===== config.mk =====
export PLATFORM = sky130hd
export DESIGN_NAME = dual_pwm
export DESIGN_NICKNAME = d
export VERILOG_FILES = /design/src/rtl/dpwm_pkg.sv /design/src/rtl/dpwm_presc.sv /design/src/rtl/dpwm_chan.sv /design/src/rtl/dpwm_regs.sv /design/src/rtl/dual_pwm.sv
export SDC_FILE = /design/constraint.sdc
export NUM_CORES = 1
export LEC_CHECK = 0
export BUFFER_PORTS_ARGS = -buffer_cell sky130_fd_sc_hd__buf_2
export CELL_PAD_IN_SITES_DETAIL_PLACEMENT = 1
export CELL_PAD_IN_SITES_GLOBAL_PLACEMENT = 1
export CORE_ASPECT_RATIO = 0.6
export CORE_MARGIN = 3
export CORE_UTILIZATION = 45
export CTS_CLUSTER_DIAMETER = 100
export CTS_CLUSTER_SIZE = 28
export DETAILED_ROUTE_END_ITERATION = 6
export PLACE_DENSITY_LB_ADDON = 0.25
export SYNTH_ARGS = -nofsm -noshare
export SYNTH_HDL_FRONTEND = slang
export SYNTH_SLANG_ARGS = --single-unit

===== constraint.sdc =====
create_clock -name clk -period 2.85 [get_ports clk]
set_clock_uncertainty 0.2 [all_clocks]
set_input_delay 0.855 -clock clk [delete_from_list [all_inputs] [get_ports clk]]
set_output_delay 0.855 -clock clk [all_outputs]
set_load 0.005 [all_outputs]

===== src/rtl/dpwm_pkg.sv =====
package dpwm_pkg;

  localparam int CH_STRIDE = 15;
  localparam int RDY_BASE  = 28;
  localparam int PSEL_W    = 4;
  localparam int CFG_W     = 10;
  localparam int DATA_W    = 32;

  // full stored field group of one channel (bit 0 = LSB of psel)
  typedef struct packed {
    logic              byp;
    logic              spare_b;
    logic              spare_a;
    logic              gate;
    logic              act;
    logic              en;
    logic [PSEL_W-1:0] psel;
  } ctrl_fld_t;

  // fields that drive a channel datapath
  typedef struct packed {
    logic              byp;
    logic              gate;
    logic              act;
    logic              en;
    logic [PSEL_W-1:0] psel;
  } run_cfg_t;

endpackage


===== src/rtl/dpwm_presc.sv =====
module dpwm_presc
  import dpwm_pkg::*;
(
  input  logic              clk,
  input  logic              rst_n,
  input  logic              run_i,
  input  logic [PSEL_W-1:0] psel_i,
  output logic              tick_o
);

  logic [PSEL_W-1:0] pre_q;
  logic [PSEL_W-1:0] pre_d;
  logic [PSEL_W-1:0] lim;
  logic              pre_en;

  // all-ones select means undivided
  assign lim    = (psel_i == {PSEL_W{1'b1}}) ? '0 : psel_i;
  // >= tolerates a select lowered below the running count
  assign tick_o = run_i & (pre_q >= lim);
  assign pre_en = 1'b1;

  always_comb begin
    pre_d = pre_q;
    if (!run_i)      pre_d = '0;
    else if (tick_o) pre_d = '0;
    else             pre_d = pre_q + 1'b1;
  end

  always_ff @(posedge clk or negedge rst_n) begin
    if (!rst_n)      pre_q <= '0;
    else if (pre_en) pre_q <= pre_d;
  end

endmodule


===== src/rtl/dpwm_chan.sv =====
module dpwm_chan
  import dpwm_pkg::*;
#(
  parameter int CNT_W = 16
) (
  input  logic             clk,
  input  logic             rst_n,
  input  run_cfg_t         cfg_i,
  input  logic [CNT_W-1:0] shd_prd_i,
  input  logic [CNT_W-1:0] shd_duty_i,
  input  logic             prd_wr_i,
  output logic             rdy_o,
  output logic             run_o,
  output logic             tick_o,
  output logic             pwm_o
);

  logic             run;
  logic             tick;
  logic             boundary;
  logic             load;
  logic             cnt_en;
  logic [CNT_W-1:0] cnt_q, cnt_d;
  logic [CNT_W-1:0] prd_q, duty_q;
  logic             pend_q, pend_d;
  logic             wave;

  assign run = cfg_i.en & cfg_i.gate & ~cfg_i.byp;

  dpwm_presc u_presc (
    .clk    (clk),
    .rst_n  (rst_n),
    .run_i  (run),
    .psel_i (cfg_i.psel),
    .tick_o (tick)
  );

  assign boundary = tick & (cnt_q == prd_q);
  assign load     = ~run | boundary;
  assign cnt_en   = ~run | tick;

  always_comb begin
    cnt_d = cnt_q;
    if (!run)          cnt_d = '0;
    else if (boundary) cnt_d = '0;
    else if (tick)     cnt_d = cnt_q + 1'b1;
  end

  // a write in the same cycle as a load stays pending
  always_comb begin
    pend_d = prd_wr_i | (pend_q & ~load);
  end

  always_ff @(posedge clk or negedge rst_n) begin
    if (!rst_n)      cnt_q <= '0;
    else if (cnt_en) cnt_q <= cnt_d;
  end

  always_ff @(posedge clk or negedge rst_n) begin
    if (!rst_n) begin
      prd_q  <= '0;
      duty_q <= '0;
    end else if (load) begin
      prd_q  <= shd_prd_i;
      duty_q <= shd_duty_i;
    end
  end

  always_ff @(posedge clk or negedge rst_n) begin
    if (!rst_n) pend_q <= 1'b0;
    else        pend_q <= pend_d;
  end

  assign wave   = ~cfg_i.act ^ (run & (cnt_q < duty_q));
  assign pwm_o  = cfg_i.byp ? clk : wave;
  assign rdy_o  = ~pend_q;
  assign run_o  = run;
  assign tick_o = tick;

endmodule


===== src/rtl/dpwm_regs.sv =====
module dpwm_regs
  import dpwm_pkg::*;
#(
  parameter int NUM_CH = 2,
  parameter int CNT_W  = 16,
  parameter int ADDR_W = 2
) (
  input  logic                         clk,
  input  logic                         rst_n,
  input  logic                         wr_en,
  input  logic [ADDR_W-1:0]            addr,
  input  logic [DATA_W-1:0]            wdata,
  output logic [DATA_W-1:0]            rdata,
  input  logic [NUM_CH-1:0]            rdy_i,
  output run_cfg_t [NUM_CH-1:0]        cfg_o,
  output logic [NUM_CH-1:0][CNT_W-1:0] prd_o,
  output logic [NUM_CH-1:0][CNT_W-1:0] duty_o,
  output logic [NUM_CH-1:0]            prd_wr_o
);

  localparam int PRD_LSB = DATA_W / 2;

  ctrl_fld_t [NUM_CH-1:0]        fld_q, fld_d;
  logic [NUM_CH-1:0][CNT_W-1:0]  prd_q, prd_d, duty_q, duty_d;
  logic                          ctl_wr;

  assign ctl_wr = wr_en & (addr == '0);

  always_comb begin
    fld_d    = fld_q;
    prd_d    = prd_q;
    duty_d   = duty_q;
    prd_wr_o = '0;
    for (int ch = 0; ch < NUM_CH; ch++) begin
      fld_d[ch] = ctrl_fld_t'(wdata[ch*CH_STRIDE +: CFG_W]);
      if (wr_en && (addr == ADDR_W'(ch + 1))) begin
        prd_wr_o[ch] = 1'b1;
        prd_d[ch]    = wdata[PRD_LSB +: CNT_W];
        duty_d[ch]   = wdata[0 +: CNT_W];
      end
    end
  end

  always_ff @(posedge clk or negedge rst_n) begin
    if (!rst_n)      fld_q <= '0;
    else if (ctl_wr) fld_q <= fld_d;
  end

  generate
    for (genvar g = 0; g < NUM_CH; g++) begin : g_prd
      always_ff @(posedge clk or negedge rst_n) begin
        if (!rst_n) begin
          prd_q[g]  <= '0;
          duty_q[g] <= '0;
        end else if (prd_wr_o[g]) begin
          prd_q[g]  <= prd_d[g];
          duty_q[g] <= duty_d[g];
        end
      end

      assign cfg_o[g].byp  = fld_q[g].byp;
      assign cfg_o[g].gate = fld_q[g].gate;
      assign cfg_o[g].act  = fld_q[g].act;
      assign cfg_o[g].en   = fld_q[g].en;
      assign cfg_o[g].psel = fld_q[g].psel;
    end
  endgenerate

  assign prd_o  = prd_q;
  assign duty_o = duty_q;

  always_comb begin
    rdata = '0;
    if (addr == '0) begin
      for (int ch = 0; ch < NUM_CH; ch++) begin
        rdata[ch*CH_STRIDE +: CFG_W] = fld_q[ch];
        rdata[RDY_BASE + ch]         = rdy_i[ch];
      end
    end else begin
      for (int ch = 0; ch < NUM_CH; ch++) begin
        if (addr == ADDR_W'(ch + 1)) begin
          rdata[PRD_LSB +: CNT_W] = prd_q[ch];
          rdata[0 +: CNT_W]       = duty_q[ch];
        end
      end
    end
  end

endmodule


===== src/rtl/dual_pwm.sv =====
module dual_pwm
  import dpwm_pkg::*;
#(
  parameter int NUM_CH = 2,
  parameter int CNT_W  = 16,
  localparam int ADDR_W = $clog2(NUM_CH + 1)
) (
  input  logic              clk,
  input  logic              rst_n,
  input  logic              wr_en,
  input  logic [ADDR_W-1:0] addr,
  input  logic [31:0]       wdata,
  output logic [31:0]       rdata,
  output logic [NUM_CH-1:0] pwm_out
);

  run_cfg_t [NUM_CH-1:0]        ch_cfg;
  logic [NUM_CH-1:0][CNT_W-1:0] shd_prd;
  logic [NUM_CH-1:0][CNT_W-1:0] shd_duty;
  logic [NUM_CH-1:0]            prd_wr;
  logic [NUM_CH-1:0]            ch_rdy;
  logic [NUM_CH-1:0]            ch_run;
  logic [NUM_CH-1:0]            ch_tick;

  dpwm_regs #(
    .NUM_CH (NUM_CH),
    .CNT_W  (CNT_W),
    .ADDR_W (ADDR_W)
  ) u_regs (
    .clk      (clk),
    .rst_n    (rst_n),
    .wr_en    (wr_en),
    .addr     (addr),
    .wdata    (wdata),
    .rdata    (rdata),
    .rdy_i    (ch_rdy),
    .cfg_o    (ch_cfg),
    .prd_o    (shd_prd),
    .duty_o   (shd_duty),
    .prd_wr_o (prd_wr)
  );

  generate
    for (genvar g = 0; g < NUM_CH; g++) begin : g_ch
      dpwm_chan #(
        .CNT_W (CNT_W)
      ) u_chan (
        .clk        (clk),
        .rst_n      (rst_n),
        .cfg_i      (ch_cfg[g]),
        .shd_prd_i  (shd_prd[g]),
        .shd_duty_i (shd_duty[g]),
        .prd_wr_i   (prd_wr[g]),
        .rdy_o      (ch_rdy[g]),
        .run_o      (ch_run[g]),
        .tick_o     (ch_tick[g]),
        .pwm_o      (pwm_out[g])
      );
    end
  endgenerate

endmodule


==> results of run 1 <==
[per-layer routing]
metal / part of all wire / track usage
met5: 0 / 0
met4: 0.014 / 0.07067
met3: 0.062 / 0.05744
met2: 0.43 / 0.3930
met1: 0.49 / 0.4018
[Yosys cell counts, types with 4 or more instances]
master and n:
a21oi_1 21, a22o_1 10, a31oi_1 14, and4_1 4, buf_2 4, clkbuf_1 23
dfrtp_1 190, ha_1 42, inv_1 50, mux2_2 113, mux2_4 30, mux2i_1 23
nand2_1 48, nand2b_1 8, nand3_1 25, nand3b_1 6, nand4_1 21, nor2_1 28
nor2b_1 6, nor3_1 8, nor4_1 6, o211a_1 4, o21ai_0 37, o22ai_1 7
o41ai_1 5, or3b_1 5, xnor2_1 4, xor2_1 38
[worst min-delay path by stage]
stage                                                          from                                        end  slack, ns  cells after the start
final                                                         rst_n        g_ch[0].u_chan.cnt_q[2]$_DFFE_PN0P_       0.03                      1
after global routing                                          rst_n        g_ch[0].u_chan.cnt_q[2]$_DFFE_PN0P_       0.03                      1
after CTS                                                     rst_n  g_ch[0].u_chan.u_presc.pre_q[3]$_DFF_PN0_       0.03                      1
after detailed placement  g_ch[1].u_chan.u_presc.pre_q[0]$_DFF_PN0_  g_ch[1].u_chan.u_presc.pre_q[0]$_DFF_PN0_       0.28                      1
after global placement        g_ch[0].u_chan.duty_q[14]$_DFFE_PN0P_      g_ch[0].u_chan.duty_q[14]$_DFFE_PN0P_       0.27                      1
after floorplan           g_ch[0].u_chan.u_presc.pre_q[0]$_DFF_PN0_  g_ch[0].u_chan.u_presc.pre_q[0]$_DFF_PN0_       0.25                      1
[through the flow]
stage	setup slack (ns)	total power [mW]	area (sq um)	utilization
3_3_place_gp	-0.01576	5.817	11140	0.5231
3_5_place_dp	-0.08311	5.921	11140	0.5231
6_report	-0.5842	9.142	12430	0.5838
5_1_grt	-0.6998	9.586	12430	0.5838
2_1_floorplan	0.004276	5.087	9910	-
4_1_cts	-0.5877	9.087	12230	0.5747
[worst max-delay path, cell delays in order, from the launching register on]
cell and delay (ns):
dfrtp_1 0.49, ha_1 0.35, nand2_1 0.07, nor4_2 0.32, a32oi_2 0.17, o2111ai_1 0.12, o211a_1 0.18, buf_2 0.11
[power groups by stage]
stage / clock network, mW / logic, mW / registers [mW]
floorplan: 0.0588 / 1.45 / 3.58
global placement: 0.0487 / 2.01 / 3.76
detailed placement: 0.0487 / 2.09 / 3.79
CTS: 3.04 / 2.30 / 3.75
global route: 3.16 / 2.59 / 3.83
finish: 2.98 / 2.39 / 3.77
[cell families after synthesis]
group	synth area share
XOR/XNOR	0.03714
flip-flops	0.4800
multiplexers	0.2006
adder cells (fa/ha/maj)	0.05306
buffers and inverters	0.04143
AND/OR/NAND/NOR	0.1017
AO/OA/AOI/OAI	0.08603
[registers in the layout, summed over array words and instances, names as in the netlist]
signal,count
u_regs.duty_o,32
g_ch.u_chan.duty_q,32
g_ch.u_chan.prd_q,32
g_ch.u_chan.cnt_q,32
u_regs.cfg_o,16
g_ch.u_chan.pend_q,2
u_regs.fld_q,4
u_regs.prd_o,32
g_ch.u_chan.u_presc.pre_q,8
[what timing repair did]
item | in CTS | in global routing
buffers inserted | 19 | 8
endpoints found under the setup margin | 37 | 51
hold buffers | 0 | 0
cloned | 1 | 3
resized for setup | 32 | 21
pin swaps | 16 | 9
[area by class of cell]
type                    count  area (sq um)  share of cell area
clock inverters            13         187.7             0.01510
repair buffers            179          1394              0.1122
multi-input cells         559          4991              0.4016
well taps                 279         349.1             0.02809
clock buffers              25         563.0             0.04530
inverters                  50         187.7             0.01510
flip-flops and latches    190          4756              0.3827
==> impl_metrics.env, run 1 <==
export IMPL_tightest_slew_ns=0.7038
export IMPL_cp_start_kind="register"
export IMPL_synth_edf_count=0
export IMPL_overflow=0
export IMPL_holdWs_ns=0.03206
export IMPL_antenna_found_initial=0
export IMPL_timing_rr_end="g_ch[0].u_chan.duty_q[14]$_DFFE_PN0P_"
export IMPL_syn_cell_area_sq_mm=0.009904
export IMPL_synth_fp_nets=916
export IMPL_first_pass_iters=5
export IMPL_outcome="finished with violations"
export IMPL_synthToLayoutAreaGrowth_pct=25.48
export IMPL_grt_pass1_vias=8059
export IMPL_seq_area_frac_synth=0.4800
export IMPL_fillers=2187
export IMPL_avgSynthCellArea_sq_um=11.83
export IMPL_worstSetupPathType="register to primary output"
export IMPL_worst_hold_path_type="primary input to asynchronous set/reset pin"
export IMPL_violations="setup timing"
export IMPL_synth_top_area_frac=0.4800
export IMPL_internal_power_mw=6.291
export IMPL_setup_tns_ns=-1.185
export IMPL_wirelength_um=31590
export IMPL_reg2reg_slack_ns=0.11
export IMPL_die_x_um=197.5
export IMPL_yosys_area_top_type="dfrtp_1"
export IMPL_period_minus_slack_ns=3.434
export IMPL_power_leakage_nw=5.837
export IMPL_final_cell_count_no_fill=1295
export IMPL_setup_ws_ns=-0.5842
export IMPL_synth_cells=837
export IMPL_grt_usage=0.2675
export IMPL_setup_viol=7
export IMPL_gp_congestion=0.8517
export IMPL_crit_reg2reg_launch="u_regs.cfg_o[0]$_DFFE_PN0P_"
export IMPL_fp_row_count=41
export IMPL_rsz0062_at_grt="yes"
export IMPL_slew_viol_final=0
export IMPL_nets=1082
export IMPL_setup_worst_path_end="pwm_out[0]"
export IMPL_slew_limit_headroom=0.5308
export IMPL_clk_latency_ns=0.55
export IMPL_crit_path_start="g_ch[0].u_chan.cnt_q[5]$_DFFE_PN0P_"
export IMPL_grt_max_degree=51
export IMPL_clk_pin_slew_worst_paths_ns=0.07
export IMPL_die_h_um=120.9
export IMPL_power_frac_comb=0.261
export IMPL_hpwl_um=21490
export IMPL_drtIter0Drc=538
export IMPL_cp_arrival_ns=2.38
export IMPL_path_max_fanout=4
export IMPL_layout_drive_gt1_share=0.4006
export IMPL_synth_ff_type="dfrtp_1"
export IMPL_endpoint_kind="primary output"
export IMPL_via_per_inst=5.780
export IMPL_synthArstFlopShare=1.000
export IMPL_timing_fmax_mhz=291.2
export IMPL_diodes=0
export IMPL_worstRegToRegCells=11
export IMPL_start_util=0.4652
export IMPL_swShare=0.3119
export IMPL_place_inst=1230
export IMPL_peakVddDrop_mv=0.5271
export IMPL_die_area_sq_mm=0.02388
export IMPL_switching_power_mw=2.851
export IMPL_crit_required_ns=1.80
export IMPL_layout_commonest_cell="dfrtp_1"
export IMPL_tritoncts="done"
export IMPL_grt_first_pass_wirelength_um=48210
export IMPL_max_cap_viol_count=0
export IMPL_final_cell_mix="dfrtp_1 (189), mux2_2 (113), buf_4 (93), buf_2 (68), nand2_1 (48)"
export IMPL_fin_crit_sh=1.205
export IMPL_pin_count=71
export IMPL_yosys_warnings=0
export IMPL_wl_per_cell_um=24.39
export IMPL_hold_viol_final=0
export IMPL_num_vias=7485
export IMPL_powerDensity_mw_per_mm2=735.6
export IMPL_core_sq_mm=0.02129
export IMPL_drc=0
export IMPL_ys_top_cells_by_area="dfrtp_1 (48%), mux2_2 (13%), ha_1 (5.3%)"
export IMPL_port_buffers=70
export IMPL_ant_nets=0
export IMPL_synthDistinctLibCells=58
export IMPL_p_clk_frac=0.326
export IMPL_synth_seq_cells=190
export IMPL_p_seq_frac=0.412
No activity file was read; power rests on OpenSTA's default activity.
==> inputs of run 2 (changes only) <==
--- a/config.mk
+++ b/config.mk
@@ -15,6 +15,7 @@
 export CTS_CLUSTER_SIZE = 28
 export DETAILED_ROUTE_END_ITERATION = 6
 export PLACE_DENSITY_LB_ADDON = 0.25
+export SETUP_SLACK_MARGIN = 0.15
 export SYNTH_ARGS = -nofsm -noshare
 export SYNTH_HDL_FRONTEND = slang
 export SYNTH_SLANG_ARGS = --single-unit
==> run 2 against run 1 <==
The run still ends with setup timing left. Sequential cell count is the same. Non-clock buffer count grew 30. Routed wire length grew 9.6%. Register-to-register slack lost 0.03 ns. Utilization grew 4.3 points. Final cell count grew 2.4%. Hold slack gained 0.038 ns. Critical path type unchanged. Highest routed layer unchanged.
==> impl_metrics.env, run 2 (same netlist as run 1, synthesis figures left out) <==
export IMPL_outcome="finished with violations"
export IMPL_violations="setup timing"
export IMPL_reg2reg_slack_ns=0.08
export IMPL_die_x_um=197.5
export IMPL_die_h_um=120.9
export IMPL_path_buf_inv=4
export IMPL_layout_commonest_cell="dfrtp_1"
export IMPL_via_per_inst=5.884
export IMPL_fp_row_count=41
export IMPL_cpMostUsedCell="buf_4"
export IMPL_slowest_stage="dfrtp_1"
export IMPL_use_met2=0.4231
export IMPL_grt_max_degree=59
export IMPL_peakVddDrop_mv=0.4845
export IMPL_top_usage_layer="met2"
export IMPL_setup_ws_ns=-0.8101
export IMPL_clk_pin_slew_worst_paths_ns=0.08
export IMPL_rsz0062_at_grt="yes"
export IMPL_start_util=0.4652
export IMPL_fillers=2088
export IMPL_grt_first_pass_wirelength_um=50140
export IMPL_crit_required_ns=1.80
export IMPL_slew_viol_final=0
export IMPL_grt_usage=0.2809
export IMPL_antenna_found_initial=0
export IMPL_synthToLayoutAreaGrowth_pct=34.65
export IMPL_path_delay_family="compound AO/OA/AOI/OAI gates"
export IMPL_power_leakage_nw=6.259
export IMPL_first_pass_iters=4
export IMPL_clk_latency_ns=0.56
export IMPL_slew_limit_headroom=0.4735
export IMPL_fin_crit_sh=1.284
export IMPL_final_cell_mix="dfrtp_1 (181), mux2_2 (100), buf_4 (88), buf_2 (67), mux2_4 (43)"
export IMPL_gp_congestion=0.8427
export IMPL_drc=0
export IMPL_wirelength_um=34620
export IMPL_setup_viol=32
export IMPL_nets=1113
export IMPL_wl_per_cell_um=26.11
export IMPL_worst_hold_path_type="primary input to asynchronous set/reset pin"
export IMPL_powerDensity_mw_per_mm2=715.1
export IMPL_grt_pass1_vias=8157
export IMPL_hpwl_um=21280
export IMPL_use_met3=0.07131
export IMPL_endpoint_kind="primary output"
export IMPL_timing_fmax_mhz=273.2
export IMPL_max_cap_viol_count=0
export IMPL_tritoncts="done"
export IMPL_port_buffers=70
export IMPL_drtIter0Drc=445
export IMPL_pin_count=71
export IMPL_timing_rr_end="g_ch[0].u_chan.duty_q[1]$_DFFE_PN0P_"
export IMPL_path_max_fanout=3
export IMPL_cp_arrival_ns=2.61
export IMPL_worstPathCellList="inv_1, ha_1, nand4_1, buf_4, buf_4, nor2_2, a32oi_4, o2111ai_2, o211a_1, buf_2"
export IMPL_num_vias=7802
export IMPL_layout_drive_gt1_share=0.4804
export IMPL_fin_util=0.6264
export IMPL_ant_nets=0
export IMPL_tightest_slew_ns=0.7897
export IMPL_cts_hold_buf=0
export IMPL_critPathMaxStageDelay_ns=0.38
export IMPL_die_area_sq_mm=0.02388
export IMPL_overflow=0
export IMPL_cp_start_kind="register"
export IMPL_setup_tns_ns=-3.259
export IMPL_holdWs_ns=0.07051
export IMPL_hold_viol_final=0
export IMPL_worstRegToRegCells=11
export IMPL_crit_reg2reg_launch="g_ch[0].u_chan.cnt_q[10]$_DFFE_PN0P_"
export IMPL_dp_slack_ns=-0.1619
export IMPL_use_met1=0.4045
export IMPL_period_minus_slack_ns=3.660
export IMPL_core_sq_mm=0.02129
export IMPL_diodes=0
export IMPL_worstSetupPathType="register to primary output"
run 2: changes by cell type in the layout (fill, tap and decap cells not counted), sizes merged:
cell,previous run,this run
a21oi,22,23
inv,51,50
clkbuf,27,28
buf,177,209
bufinv,4,3
clkinvlp,3,4
clkinv,5,3
run 2: stage by stage:
| stage | cell area, sq um | cells | total power, mW |
|---|---|---|---|
| final | 13340 | 1326 | 9.537 |
| after global routing | 13340 | 1326 | 9.970 |
| after CTS | 12650 | 1294 | 9.050 |
| after detailed placement | 11120 | 1225 | 5.929 |
| after global placement | 11120 | 1225 | 5.820 |
| after floorplan | 9932 | 837 | 5.097 |
run 2: worst max path at each step:
| stage | startpoint | to | cells after the start |
|---|---|---|---|
| global placement | u_regs.cfg_o[2]$_DFFE_PN0P_ | g_ch[0].u_chan.duty_q[2]$_DFFE_PN0P_ | 10 |
| detailed placement | u_regs.cfg_o[2]$_DFFE_PN0P_ | g_ch[0].u_chan.duty_q[3]$_DFFE_PN0P_ | 10 |
| global route | g_ch[1].u_chan.duty_q[8]$_DFFE_PN0P_ | pwm_out[1] | 9 |
| floorplan | clk | pwm_out[0] | 4 |
| finish | g_ch[1].u_chan.duty_q[13]$_DFFE_PN0P_ | pwm_out[1] | 10 |
| CTS | g_ch[0].u_chan.duty_q[1]$_DFFE_PN0P_ | pwm_out[0] | 7 |
run 2: where the power goes:
| part | internal [mW] | leakage, nW | total [mW] | switching, mW |
|---|---|---|---|---|
| registers | 3.25 | 2.32 | 3.84 | 0.588 |
| logic | 1.50 | 3.58 | 2.83 | 1.33 |
| clock network | 1.68 | 0.353 | 2.87 | 1.19 |
run 2: final cells by class:
| cell class | instances | area [sq um] | share of cell area |
|---|---|---|---|
| clock inverters | 10 | 138.9 | 0.01041 |
| clock buffers | 28 | 564.3 | 0.04231 |
| inverters | 50 | 187.7 | 0.01407 |
| repair buffers | 209 | 1861 | 0.1395 |
| well taps | 279 | 349.1 | 0.02618 |
| multi-input cells | 560 | 5470 | 0.4102 |
| flip-flops and latches | 190 | 4766 | 0.3574 |
run 2: what timing repair did:
action | in CTS | in global routing
cloned | 5 | 1
gates resized for setup | 127 | 94
setup endpoints to repair | 76 | 119
pin swaps | 44 | 32
setup buffers | 28 | 31
run 2: worst reg2reg max path, delay by kind of cell (launching register included):
family	cells	cell delay, ns
mux	1	0.33
flops	1	0.45
simple gates	2	0.40
compound gates	1	0.24
xor+xnor	1	0.18
buf+inv	6	0.85
run 2: per-layer routing:
metal / wire [um] / part of all wire
met1: 16050 / 0.46
met2: 15740 / 0.45
met3: 2199 / 0.064
met4: 626 / 0.018
met5: 0 / 0
